===== config.mk =====
export PLATFORM = sky130hd
export DESIGN_NAME = lcd_timing_gen
export DESIGN_NICKNAME = d
export VERILOG_FILES = /design/src/rtl/lcd_tg_pkg.sv /design/src/rtl/lcd_tg_axis.sv /design/src/rtl/lcd_tg_ctrl.sv /design/src/rtl/lcd_timing_gen.sv
export SDC_FILE = /design/constraint.sdc
export NUM_CORES = 1
export LEC_CHECK = 0
export BUFFER_PORTS_ARGS = -buffer_cell sky130_fd_sc_hd__buf_2
export CORE_ASPECT_RATIO = 0.9
export CORE_MARGIN = 1.5
export CORE_UTILIZATION = 48
export DETAILED_ROUTE_END_ITERATION = 12
export PLACE_DENSITY_LB_ADDON = 0.2
export SLEW_MARGIN = 20
export SYNTH_ARGS = -nofsm -noshare
export SYNTH_HDL_FRONTEND = slang
export SYNTH_HIERARCHICAL = 1
export SYNTH_SLANG_ARGS = --single-unit

===== constraint.sdc =====
create_clock -name clk_i -period 2.9 [get_ports clk_i]
set_input_delay 0.435 -clock clk_i [delete_from_list [all_inputs] [get_ports clk_i]]
set_output_delay 0.435 -clock clk_i [all_outputs]
set_load 0.005 [all_outputs]

===== src/rtl/lcd_tg_pkg.sv =====
package lcd_tg_pkg;
  localparam int unsigned AXIS_N = 2;
  localparam int unsigned AX_H   = 0;
  localparam int unsigned AX_V   = 1;
  // pol_i bit positions
  localparam int unsigned POL_VS_LOW = 0;
  localparam int unsigned POL_DE_LOW = 1;
  localparam int unsigned POL_FALL   = 2;
  localparam int unsigned POL_HS_LOW = 3;
  localparam int unsigned POL_W      = 4;
  // irq flag bit positions
  localparam int unsigned IRQ_SOF = 0;
  localparam int unsigned IRQ_EOF = 1;
  localparam int unsigned IRQ_N   = 2;
endpackage


===== src/rtl/lcd_tg_axis.sv =====
module lcd_tg_axis #(
  parameter int unsigned POS_W  = 16,
  parameter int unsigned SYNC_W = 10
) (
  input  logic              clk_i,
  input  logic              rst_ni,
  input  logic              step_i,
  input  logic [POS_W-1:0]  total_i,
  input  logic [SYNC_W-1:0] sync_len_i,
  input  logic [POS_W-1:0]  win_start_i,
  input  logic [POS_W-1:0]  win_end_i,
  output logic [POS_W-1:0]  cnt_o,
  output logic              last_o,
  output logic              sync_act_o,
  output logic              win_act_o
);
  logic [POS_W-1:0] cnt_q;

  assign last_o = (cnt_q == total_i - POS_W'(1));

  always_ff @(posedge clk_i or negedge rst_ni) begin
    if (!rst_ni)     cnt_q <= '0;
    else if (step_i) cnt_q <= last_o ? '0 : cnt_q + POS_W'(1);
  end

  assign cnt_o      = cnt_q;
  assign sync_act_o = (cnt_q < POS_W'(sync_len_i));
  assign win_act_o  = (cnt_q >= win_start_i) && (cnt_q < win_end_i);
endmodule


===== src/rtl/lcd_tg_ctrl.sv =====
module lcd_tg_ctrl
  import lcd_tg_pkg::*;
(
  input  logic             clk_i,
  input  logic             rst_ni,
  input  logic             pix_en_i,
  input  logic             frame_first_i,
  input  logic             frame_last_i,
  input  logic             ctrl_we_i,
  input  logic             ctrl_start_i,
  input  logic             ctrl_stop_i,
  input  logic             ctrl_sof_ie_i,
  input  logic             ctrl_eof_ie_i,
  input  logic             status_clr_i,
  input  logic [IRQ_N-1:0] irq_clr_i,
  output logic             run_o,
  output logic             tick_o,
  output logic             sof_o,
  output logic             eof_o,
  output logic [IRQ_N-1:0] irq_flags_o,
  output logic             disabled_o
);
  logic             run_q, pend_q, dis_q;
  logic [IRQ_N-1:0] ie_q, flags_q, evt;
  logic             halt, dis_set, start;

  assign tick_o = pix_en_i && run_q;
  assign sof_o  = tick_o && frame_first_i;
  assign eof_o  = tick_o && frame_last_i;

  assign halt    = eof_o && pend_q;
  assign dis_set = halt || (!run_q && ctrl_we_i && ctrl_stop_i);
  assign start   = !run_q && !dis_q && ctrl_we_i && ctrl_start_i && !ctrl_stop_i;

  always_comb begin
    evt          = '0;
    evt[IRQ_SOF] = sof_o && ie_q[IRQ_SOF];
    evt[IRQ_EOF] = eof_o && ie_q[IRQ_EOF];
  end

  always_ff @(posedge clk_i or negedge rst_ni) begin
    if (!rst_ni) begin
      run_q   <= 1'b0;
      pend_q  <= 1'b0;
      dis_q   <= 1'b0;
      ie_q    <= '0;
      flags_q <= '0;
    end else begin
      if (ctrl_we_i) begin
        ie_q[IRQ_SOF] <= ctrl_sof_ie_i;
        ie_q[IRQ_EOF] <= ctrl_eof_ie_i;
      end
      flags_q <= (flags_q & ~irq_clr_i) | evt;
      if (halt) begin
        run_q  <= 1'b0;
        pend_q <= 1'b0;
      end else if (run_q && ctrl_we_i && ctrl_stop_i) begin
        pend_q <= 1'b1;
      end else if (start) begin
        run_q <= 1'b1;
      end
      if (dis_set)           dis_q <= 1'b1;
      else if (status_clr_i) dis_q <= 1'b0;
    end
  end

  assign run_o       = run_q;
  assign irq_flags_o = flags_q;
  assign disabled_o  = dis_q;
endmodule


===== src/rtl/lcd_timing_gen.sv =====
module lcd_timing_gen
  import lcd_tg_pkg::*;
#(
  parameter int unsigned POS_W  = 16,
  parameter int unsigned SYNC_W = 10,
  localparam int unsigned WORD_W = 2 * POS_W
) (
  input  logic              clk_i,
  input  logic              rst_ni,
  input  logic              pix_en_i,
  input  logic [POL_W-1:0]  pol_i,
  input  logic [SYNC_W-1:0] hsync_len_i,
  input  logic [SYNC_W-1:0] vsync_len_i,
  input  logic [WORD_W-1:0] total_i,
  input  logic [WORD_W-1:0] hact_i,
  input  logic [WORD_W-1:0] vact_i,
  input  logic              ctrl_we_i,
  input  logic              ctrl_start_i,
  input  logic              ctrl_stop_i,
  input  logic              ctrl_sof_ie_i,
  input  logic              ctrl_eof_ie_i,
  input  logic              status_clr_i,
  input  logic [IRQ_N-1:0]  irq_clr_i,
  output logic              hsync_o,
  output logic              vsync_o,
  output logic              de_o,
  output logic              pclk_fall_o,
  output logic [POS_W-1:0]  hpos_o,
  output logic [POS_W-1:0]  vpos_o,
  output logic              sof_o,
  output logic              eof_o,
  output logic [IRQ_N-1:0]  irq_flags_o,
  output logic              irq_o,
  output logic              disabled_o
);
  logic [AXIS_N-1:0][POS_W-1:0]  cnt, tot, w_st, w_en;
  logic [AXIS_N-1:0][SYNC_W-1:0] slen;
  logic [AXIS_N-1:0]             last, s_act, w_act, step;
  logic                          run, tick;

  // upper half of each packed word is horizontal / start, lower half vertical / end
  assign tot[AX_H]  = total_i[WORD_W-1:POS_W];
  assign tot[AX_V]  = total_i[POS_W-1:0];
  assign w_st[AX_H] = hact_i[WORD_W-1:POS_W];
  assign w_en[AX_H] = hact_i[POS_W-1:0];
  assign w_st[AX_V] = vact_i[WORD_W-1:POS_W];
  assign w_en[AX_V] = vact_i[POS_W-1:0];
  assign slen[AX_H] = hsync_len_i;
  assign slen[AX_V] = vsync_len_i;

  assign step[AX_H] = tick;
  assign step[AX_V] = tick && last[AX_H];

  for (genvar a = 0; a < AXIS_N; a++) begin : g_axis
    lcd_tg_axis #(.POS_W(POS_W), .SYNC_W(SYNC_W)) u_axis (
      .clk_i       (clk_i),
      .rst_ni      (rst_ni),
      .step_i      (step[a]),
      .total_i     (tot[a]),
      .sync_len_i  (slen[a]),
      .win_start_i (w_st[a]),
      .win_end_i   (w_en[a]),
      .cnt_o       (cnt[a]),
      .last_o      (last[a]),
      .sync_act_o  (s_act[a]),
      .win_act_o   (w_act[a])
    );
  end

  lcd_tg_ctrl u_ctrl (
    .clk_i         (clk_i),
    .rst_ni        (rst_ni),
    .pix_en_i      (pix_en_i),
    .frame_first_i ((cnt[AX_H] == '0) && (cnt[AX_V] == '0)),
    .frame_last_i  (&last),
    .ctrl_we_i     (ctrl_we_i),
    .ctrl_start_i  (ctrl_start_i),
    .ctrl_stop_i   (ctrl_stop_i),
    .ctrl_sof_ie_i (ctrl_sof_ie_i),
    .ctrl_eof_ie_i (ctrl_eof_ie_i),
    .status_clr_i  (status_clr_i),
    .irq_clr_i     (irq_clr_i),
    .run_o         (run),
    .tick_o        (tick),
    .sof_o         (sof_o),
    .eof_o         (eof_o),
    .irq_flags_o   (irq_flags_o),
    .disabled_o    (disabled_o)
  );

  assign hsync_o     = (run && s_act[AX_H]) ^ pol_i[POL_HS_LOW];
  assign vsync_o     = (run && s_act[AX_V]) ^ pol_i[POL_VS_LOW];
  assign de_o        = (run && (&w_act)) ^ pol_i[POL_DE_LOW];
  assign pclk_fall_o = pol_i[POL_FALL];
  assign hpos_o      = cnt[AX_H];
  assign vpos_o      = cnt[AX_V];
  assign irq_o       = |irq_flags_o;
endmodule


==> impl_metrics.py, run 1 <==
metrics = {
    "floorplan": {
        "io_pins": 173,
        "initial_core_util_pct": 50.17,
        "fp.dieArea_um2": 11480,
        "coreArea_um2": 10380,
        "rows": 35,
        "fp.dieH_um": 101.8,
        "die_w_um": 112.8,
    },
    "logic_synthesis": {
        "ys_warn_count": 6,
        "async_flop_share_pct": 100.0,
        "ys.flop_type": "dfrtp_1",
        "syn-cell-area_um2": 5207,
        "synth_edf_count": 0,
        "postSynthCellCount": 649,
        "synth_seq_cells": 39,
        "avgSynthCellArea_um2": 8.024,
        "ys_seq_area_share_pct": 18.74,
        "synth_cell_types": 55,
        "syn-num-nets": 864,
    },
    "min_path": {
        "hold_class": "in2async",
    },
    "timing": {
        "holdWs_ns": 0.2897,
        "tightest_slew_ns": 0.9192,
        "fin_ws_ns": -0.2283,
        "setup_viol": 17,
        "fmax_mhz": 319.7,
        "fin_crit_sh_pct": 107.9,
        "slew_violations": 0,
        "fin_skew_ns": 0.006683,
        "rsz0062_at_grt": "yes",
        "slew_headroom_pct": 38.72,
        "final.setup.tns_ns": -1.184,
        "min_period_ns": 3.128,
        "final-hold-violation-count": 0,
    },
    "clock_tree": {
        "clock_sinks": 39,
        "cts_tree": "built",
        "cts_root_buf": "clkbuf_16",
        "clkTransAtPathRegs_ns": 0.05,
        "clock_latency_ns": 0.28,
        "htree_levels": 2,
        "cts_hold_buf": 0,
        "clockBufferDepth": 2,
        "cts_buffers": 5,
    },
    "power": {
        "power.switching_mw": 0.6676,
        "ir_drop_mv": 0.2681,
        "pwr-share-comb_pct": 41.5,
        "power_frac_seq_pct": 28.8,
        "clockPowerShare_pct": 29.7,
        "power_leakage_nw": 4.300,
        "switching_share_pct": 31.41,
        "p_int_mw": 1.458,
        "power_density_nw_per_um2": 283.8,
    },
    "setup_path": {
        "worstPathMaxFanout": 2,
        "worst_setup_path_end_kind": "output pin",
        "crit_arrival_ns": 2.69,
        "critPathRequiredTime_ns": 2.47,
        "path_class": "in2out",
        "start_kind": "input pin",
    },
    "grt": {
        "grt_pass1_wl_um": 26280,
        "grt_pass1_vias": 5893,
        "antenna_found_initial": 0,
        "grt_usage_pct": 27.95,
        "grt_max_degree": 40,
        "grt_overflow_total": 0,
    },
    "route": {
        "drt_iter0_drc": 249,
        "wl_um": 16600,
        "via_per_inst": 5.664,
        "postRouteAntennaNets": 0,
        "vias": 5936,
        "wl_per_cell_um": 15.84,
        "drc": 0,
        "drt_pass1_iterations": 5,
    },
    "layout": {
        "final_util_pct": 72.16,
        "num_antenna_cells": 0,
        "drive_gt1_share_pct": 37.98,
        "final_cells": 1048,
        "nets": 1133,
        "area_delta_synth_final_pct": 43.83,
        "fillers": 814,
    },
    "job": {
        "cap_violations": 0,
    },
    "placement": {
        "numPortBuffers": 170,
        "numPlacedInstances": 1030,
        "dpl.hpwl_um": 13110,
        "gp_congestion": 0.9730,
    },
    "status": {
        "status": "finished, violations left",
        "violations": "negative setup slack",
    },
}
final cells by class:
class / count / area (um2) / area share [%]
inverters: 89 / 356.6 / 4.761
repair buffers: 273 / 1709 / 22.82
multi-input cells: 510 / 4109 / 54.86
well taps: 129 / 161.4 / 2.155
clock inverters: 2 / 35.03 / 0.4678
flip-flops and latches: 39 / 979.7 / 13.08
clock buffers: 6 / 138.9 / 1.854
Yosys cell counts, types with 5 or more instances:
cell / number / area (um2)
o21a_1: 5 / 37.54
mux2i_1: 6 / 60.06
clkbuf_1: 8 / 30.03
a31oi_1: 5 / 31.28
nand2b_1: 10 / 62.56
or2_2: 7 / 43.79
and3_1: 11 / 68.82
a211oi_1: 6 / 45.04
ha_1: 84 / 1051
inv_1: 89 / 334.1
and2_1: 7 / 43.79
xnor2_1: 27 / 236.5
nor3_1: 24 / 120.1
nand2_1: 31 / 116.4
a21oi_1: 21 / 105.1
nand4_1: 23 / 143.9
xor2_1: 30 / 262.8
nand3_1: 25 / 125.1
dfrtp_1: 39 / 975.9
nor2b_1: 6 / 37.54
a21o_1: 26 / 195.2
and3b_1: 6 / 52.55
nor4_1: 17 / 106.4
nor2_1: 49 / 183.9
o21ai_0: 18 / 90.09
flip-flops by register name, summed over array words and instances, names as in the netlist:
name and cells:
g_axis.u_axis/cnt_o 32, u_ctrl/disabled_o 1, u_ctrl/ie_q 2, u_ctrl/irq_flags_o 2, u_ctrl/pend_q 1, u_ctrl/run_o 1
kinds of logic (layout without fill, tap and decap cells):
logic type / count (synthesis) / in the layout / share of synthesized area, %
compound gates: 116 / 116 / 15.47
simple gates: 245 / 245 / 26.86
fa+ha+maj: 84 / 84 / 20.18
buf+inv: 100 / 370 / 7.569
flops: 39 / 39 / 18.74
mux: 8 / 8 / 1.586
xor+xnor: 57 / 57 / 9.587
per-stage QoR:
stage	total power, mW	setup slack (ns)	cell area (um2)
5_1_grt	2.267	-0.2986	7490
3_3_place_gp	1.402	-0.4934	6920
3_5_place_dp	1.434	-0.5450	6920
6_report	2.126	-0.2283	7490
4_1_cts	2.127	-0.2615	7232
2_1_floorplan	1.020	-0.1509	5268
layer usage:
layer | part of all wire [%] | track usage [%]
met1 | 40 | 32.73
met2 | 52 | 53.24
met3 | 5.6 | 3.144
met4 | 2.3 | 10.03
met5 | 0 | 0
power groups by stage:
stage               clock [mW]  sequential (mW)  combinational [mW]
floorplan                    0            0.651               0.370
global placement             0            0.620               0.782
detailed placement           0            0.619               0.815
CTS                      0.644            0.611               0.872
global route             0.668            0.616               0.984
finish                   0.632            0.612               0.882
path summary, 6_finish.rpt:
path | start | to | slack (ns) | cells past startpoint
setup / recovery | total_i[1] | eof_o | -0.23 | 12
hold / removal | rst_ni | g_axis[0].u_axis/cnt_o[15]$_DFFE_PN0P_ | 0.29 | 1
setup reg to reg | g_axis[0].u_axis/cnt_o[5]$_DFFE_PN0P_ | g_axis[1].u_axis/cnt_o[13]$_DFFE_PN0P_ | -0.06 | 12
hold reg to reg | u_ctrl/ie_q[0]$_DFFE_PN0P_ | u_ctrl/irq_flags_o[0]$_DFF_PN0_ | 0.50 | 1
max in group asynchronous | rst_ni | g_axis[1].u_axis/cnt_o[2]$_DFFE_PN0P_ | 1.98 | 1
min in group clk_i | ctrl_sof_ie_i | u_ctrl/ie_q[0]$_DFFE_PN0P_ | 0.39 | 2
timing repair:
action,4_1_cts,5_1_grt
pin swaps,10,15
cloned,0,1
setup endpoints to repair,17,19
setup buffers,2,7
gates resized for setup,27,46
critical path, cell delays in order:
cell and delay (ns):
buf_8 0.10, inv_4 0.04, ha_4 0.12, or4b_4 0.46, or3_4 0.35, a32oi_2 0.19, nand4_1 0.11, nor4_1 0.29
buf_4 0.17, and2_4 0.15, and3_4 0.18, buf_6 0.09
cell usage in the layout (no fill, tap or decap), drive strengths merged, types with 7 or more instances in the layout:
cell    count
xnor2      27
clkbuf      7
a21oi      21
buf       272
o21ai      18
a21o       26
nand4      23
nand2      31
dfrtp      39
inv        89
and2        7
nor2       49
nand3      25
nand2b     10
nor4       22
xor2       30
and3       12
nor3       24
or2         7
ha         84
No activity file was read; power rests on OpenSTA's default activity.
==> run 2: changes to the inputs <==
--- a/config.mk
+++ b/config.mk
@@ -14,5 +14,4 @@
 export SLEW_MARGIN = 20
 export SYNTH_ARGS = -nofsm -noshare
 export SYNTH_HDL_FRONTEND = slang
-export SYNTH_HIERARCHICAL = 1
 export SYNTH_SLANG_ARGS = --single-unit
==> run 2 against run 1 <==
Effect of this change:
- clock power fell by 9.5%
- final area fell by 2.1%
- maximum frequency rose by 3.9%
- synthesized cell count rose by 4.9%
- sequential cell count did not move
- sequential share of layout area rose by 0.34 points
- setup slack improved by 0.12 ns
- register-to-register slack improved by 0.30 ns
- the flow still finishes with violations (negative setup slack)
- first-iteration DRC count rose by 41%
- via count fell by 1.7%
- synthesized area rose by 3.1%
==> impl_metrics.py, run 2 <==
metrics = {
    "clock_tree": {
        "htree_levels": 2,
        "cts_tree": "built",
        "clock_sinks": 39,
        "cts_hold_buf": 0,
        "clock_latency_ns": 0.28,
        "clockBufferDepth": 2,
        "clkTransAtPathRegs_ns": 0.06,
        "cts_buffers": 5,
        "cts_root_buf": "clkbuf_16",
    },
    "route": {
        "via_per_inst": 5.442,
        "postRouteAntennaNets": 0,
        "vias": 5834,
        "drc": 0,
        "wl_um": 16330,
        "drt_iter0_drc": 352,
        "wl_per_cell_um": 15.23,
        "drt_pass1_iterations": 4,
    },
    "logic_synthesis": {
        "ys.flop_type": "dfrtp_1",
        "synth_top_area_share_pct": 20.05,
        "avgSynthCellArea_um2": 7.880,
        "syn-num-nets": 898,
        "postSynthCellCount": 681,
        "yosys.area.top_type": "ha_1",
        "synth_seq_cells": 39,
        "syn-cell-area_um2": 5366,
        "synth_most_common_cell": "inv_1",
        "ys_seq_area_share_pct": 18.19,
        "ys_top_cells_by_count": "inv_1, ha_1, nor2_1",
        "async_flop_share_pct": 100.0,
        "ys_warn_count": 0,
        "synth_cell_types": 67,
        "synthTopCellsByArea": "ha_1, dfrtp_1, inv_1",
        "synth_edf_count": 0,
    },
    "timing": {
        "holdWs_ns": 0.2700,
        "slew_violations": 0,
        "min_period_ns": 3.011,
        "fmax_mhz": 332.1,
        "fin_skew_ns": 0.004826,
        "slew_headroom_pct": 41.60,
        "tightest_slew_ns": 0.8760,
        "fin_crit_sh_pct": 103.8,
        "fin_ws_ns": -0.1110,
        "final.setup.tns_ns": -0.1252,
        "final-hold-violation-count": 0,
        "setup_viol": 2,
        "rsz0062_at_grt": "yes",
    },
    "status": {
        "status": "finished, violations left",
        "violations": "negative setup slack",
    },
    "setup_path": {
        "start_kind": "input pin",
        "crit_chain": "buf_6 -> or4_4 -> buf_6 -> nor3_1 -> o21ai_0 -> a21oi_1 -> o211ai_1 -> and4bb_1 -> and2b_2 -> buf_6",
        "path_buf_inv": 3,
        "cp_common_cell": "buf_6",
        "max_stage_delay_ns": 0.59,
        "critPathRequiredTime_ns": 2.47,
        "worstPathMaxFanout": 4,
        "cp_top_family": "simple AND/OR/NAND/NOR gates",
        "worst_setup_path_end_kind": "output pin",
        "crit_arrival_ns": 2.58,
        "path_class": "in2out",
        "slowest_stage": "or4_4",
    },
    "floorplan": {
        "fp.dieArea_um2": 11820,
        "rows": 36,
        "fp.dieH_um": 103.3,
        "initial_core_util_pct": 49.44,
        "coreArea_um2": 10860,
        "die_w_um": 114.5,
        "io_pins": 173,
    },
    "layout": {
        "seq_area_um2": 983.4,
        "area_delta_synth_final_pct": 36.58,
        "layout_commonest_cell": "buf_2",
        "multi_input_area_um2": 4059,
        "drive_gt1_share_pct": 34.02,
        "largest_reg_flops": 32,
        "fillers": 916,
        "final_cell_mix": "buf_2, inv_1, ha_1, buf_4, nor2_1",
        "final_util_pct": 67.52,
        "nets": 1136,
        "num_antenna_cells": 0,
    },
    "grt": {
        "grt_overflow_total": 0,
        "grt_pass1_vias": 5569,
        "grt_usage_pct": 27.26,
        "antenna_found_initial": 0,
        "grt_pass1_wl_um": 25680,
        "grt_max_degree": 40,
    },
    "placement": {
        "gp_congestion": 0.8985,
        "dpl.hpwl_um": 13110,
        "numPortBuffers": 170,
    },
    "power": {
        "power_leakage_nw": 3.909,
        "power.total_mw": 2.100,
        "ir_drop_mv": 0.2985,
        "power_density_nw_per_um2": 286.5,
    },
    "job": {
        "cap_violations": 0,
    },
    "min_path": {
        "hold_class": "in2async",
    },
}
run 2: what timing repair did:
| action | in CTS | in global routing |
|---|---|---|
| setup endpoints to repair | 6 | 20 |
| resized for setup | 30 | 30 |
| buffers inserted | 13 | 7 |
| pin swaps | 19 | 12 |
| gates cloned | 0 | 0 |
run 2: worst paths after layout:
check | cells after the start | end | start | slack (ns)
max | 10 | eof_o | total_i[24] | -0.11
max in group asynchronous | 1 | g_axis[1].u_axis.cnt_o[13]$_DFFE_PN0P_ | rst_ni | 2.01
min reg2reg | 1 | u_ctrl.irq_flags_o[1]$_DFF_PN0_ | u_ctrl.ie_q[1]$_DFFE_PN0P_ | 0.49
max reg2reg | 11 | g_axis[1].u_axis.cnt_o[6]$_DFFE_PN0P_ | g_axis[0].u_axis.cnt_o[3]$_DFFE_PN0P_ | 0.24
min in group clk_i | 2 | u_ctrl.irq_flags_o[0]$_DFF_PN0_ | irq_clr_i[0] | 0.34
min | 1 | u_ctrl.ie_q[1]$_DFFE_PN0P_ | rst_ni | 0.27
run 2: cell families after synthesis:
logic type / after synthesis / synth area share [%]
simple gates: 228 / 23.74
compound gates: 128 / 15.86
buf+inv: 127 / 9.792
fa+ha+maj: 86 / 20.05
xor+xnor: 55 / 8.976
flops: 39 / 18.19
mux: 18 / 3.404
run 2: power breakdown:
part	switching, mW	internal (mW)	leakage [nW]
logic	0.424	0.434	3.34
registers	0.0855	0.585	0.492
clock network	0.206	0.366	0.0772
total	0.715	1.38	3.91
run 2: worst reg2reg max path, stage by stage (launching register included):
cell	delay, ns
dfrtp_2	0.49
buf_4	0.18
xor2_1	0.16
xnor2_1	0.19
o2111ai_1	0.15
a311oi_1	0.23
nand4_1	0.13
and4bb_1	0.33
buf_4	0.14
buf_8	0.19
a21boi_0	0.23
mux2i_1	0.10
run 2: final cells by class:
| class | count | area share, % |
|---|---|---|
| Multi-Input combinational cell | 515 | 55.38 |
| Timing Repair Buffer | 256 | 21.18 |
| Sequential cell | 39 | 13.42 |
| Inverter | 102 | 5.292 |
| Tap cell | 152 | 2.595 |
| Clock buffer | 8 | 2.134 |
run 2: per-stage QoR:
step	cells	cell area, um2	setup slack [ns]
finish	1072	7330	-0.1110
CTS	1070	7217	-0.07123
floorplan	681	5388	-0.03665
global route	1072	7330	-0.2147
global placement	1049	6818	-0.2238
detailed placement	1049	6818	-0.2934
run 2: routing by layer:
layer | wire, um | vias up | GRT usage [%]
met3 | 969 | 18 | 3.555
met2 | 7619 | 200 | 46.15
met1 | 7573 | 2729 | 36.99
li1 | - | 2887 | -
met5 | 0 | - | 0
met4 | 165 | 0 | 7.308
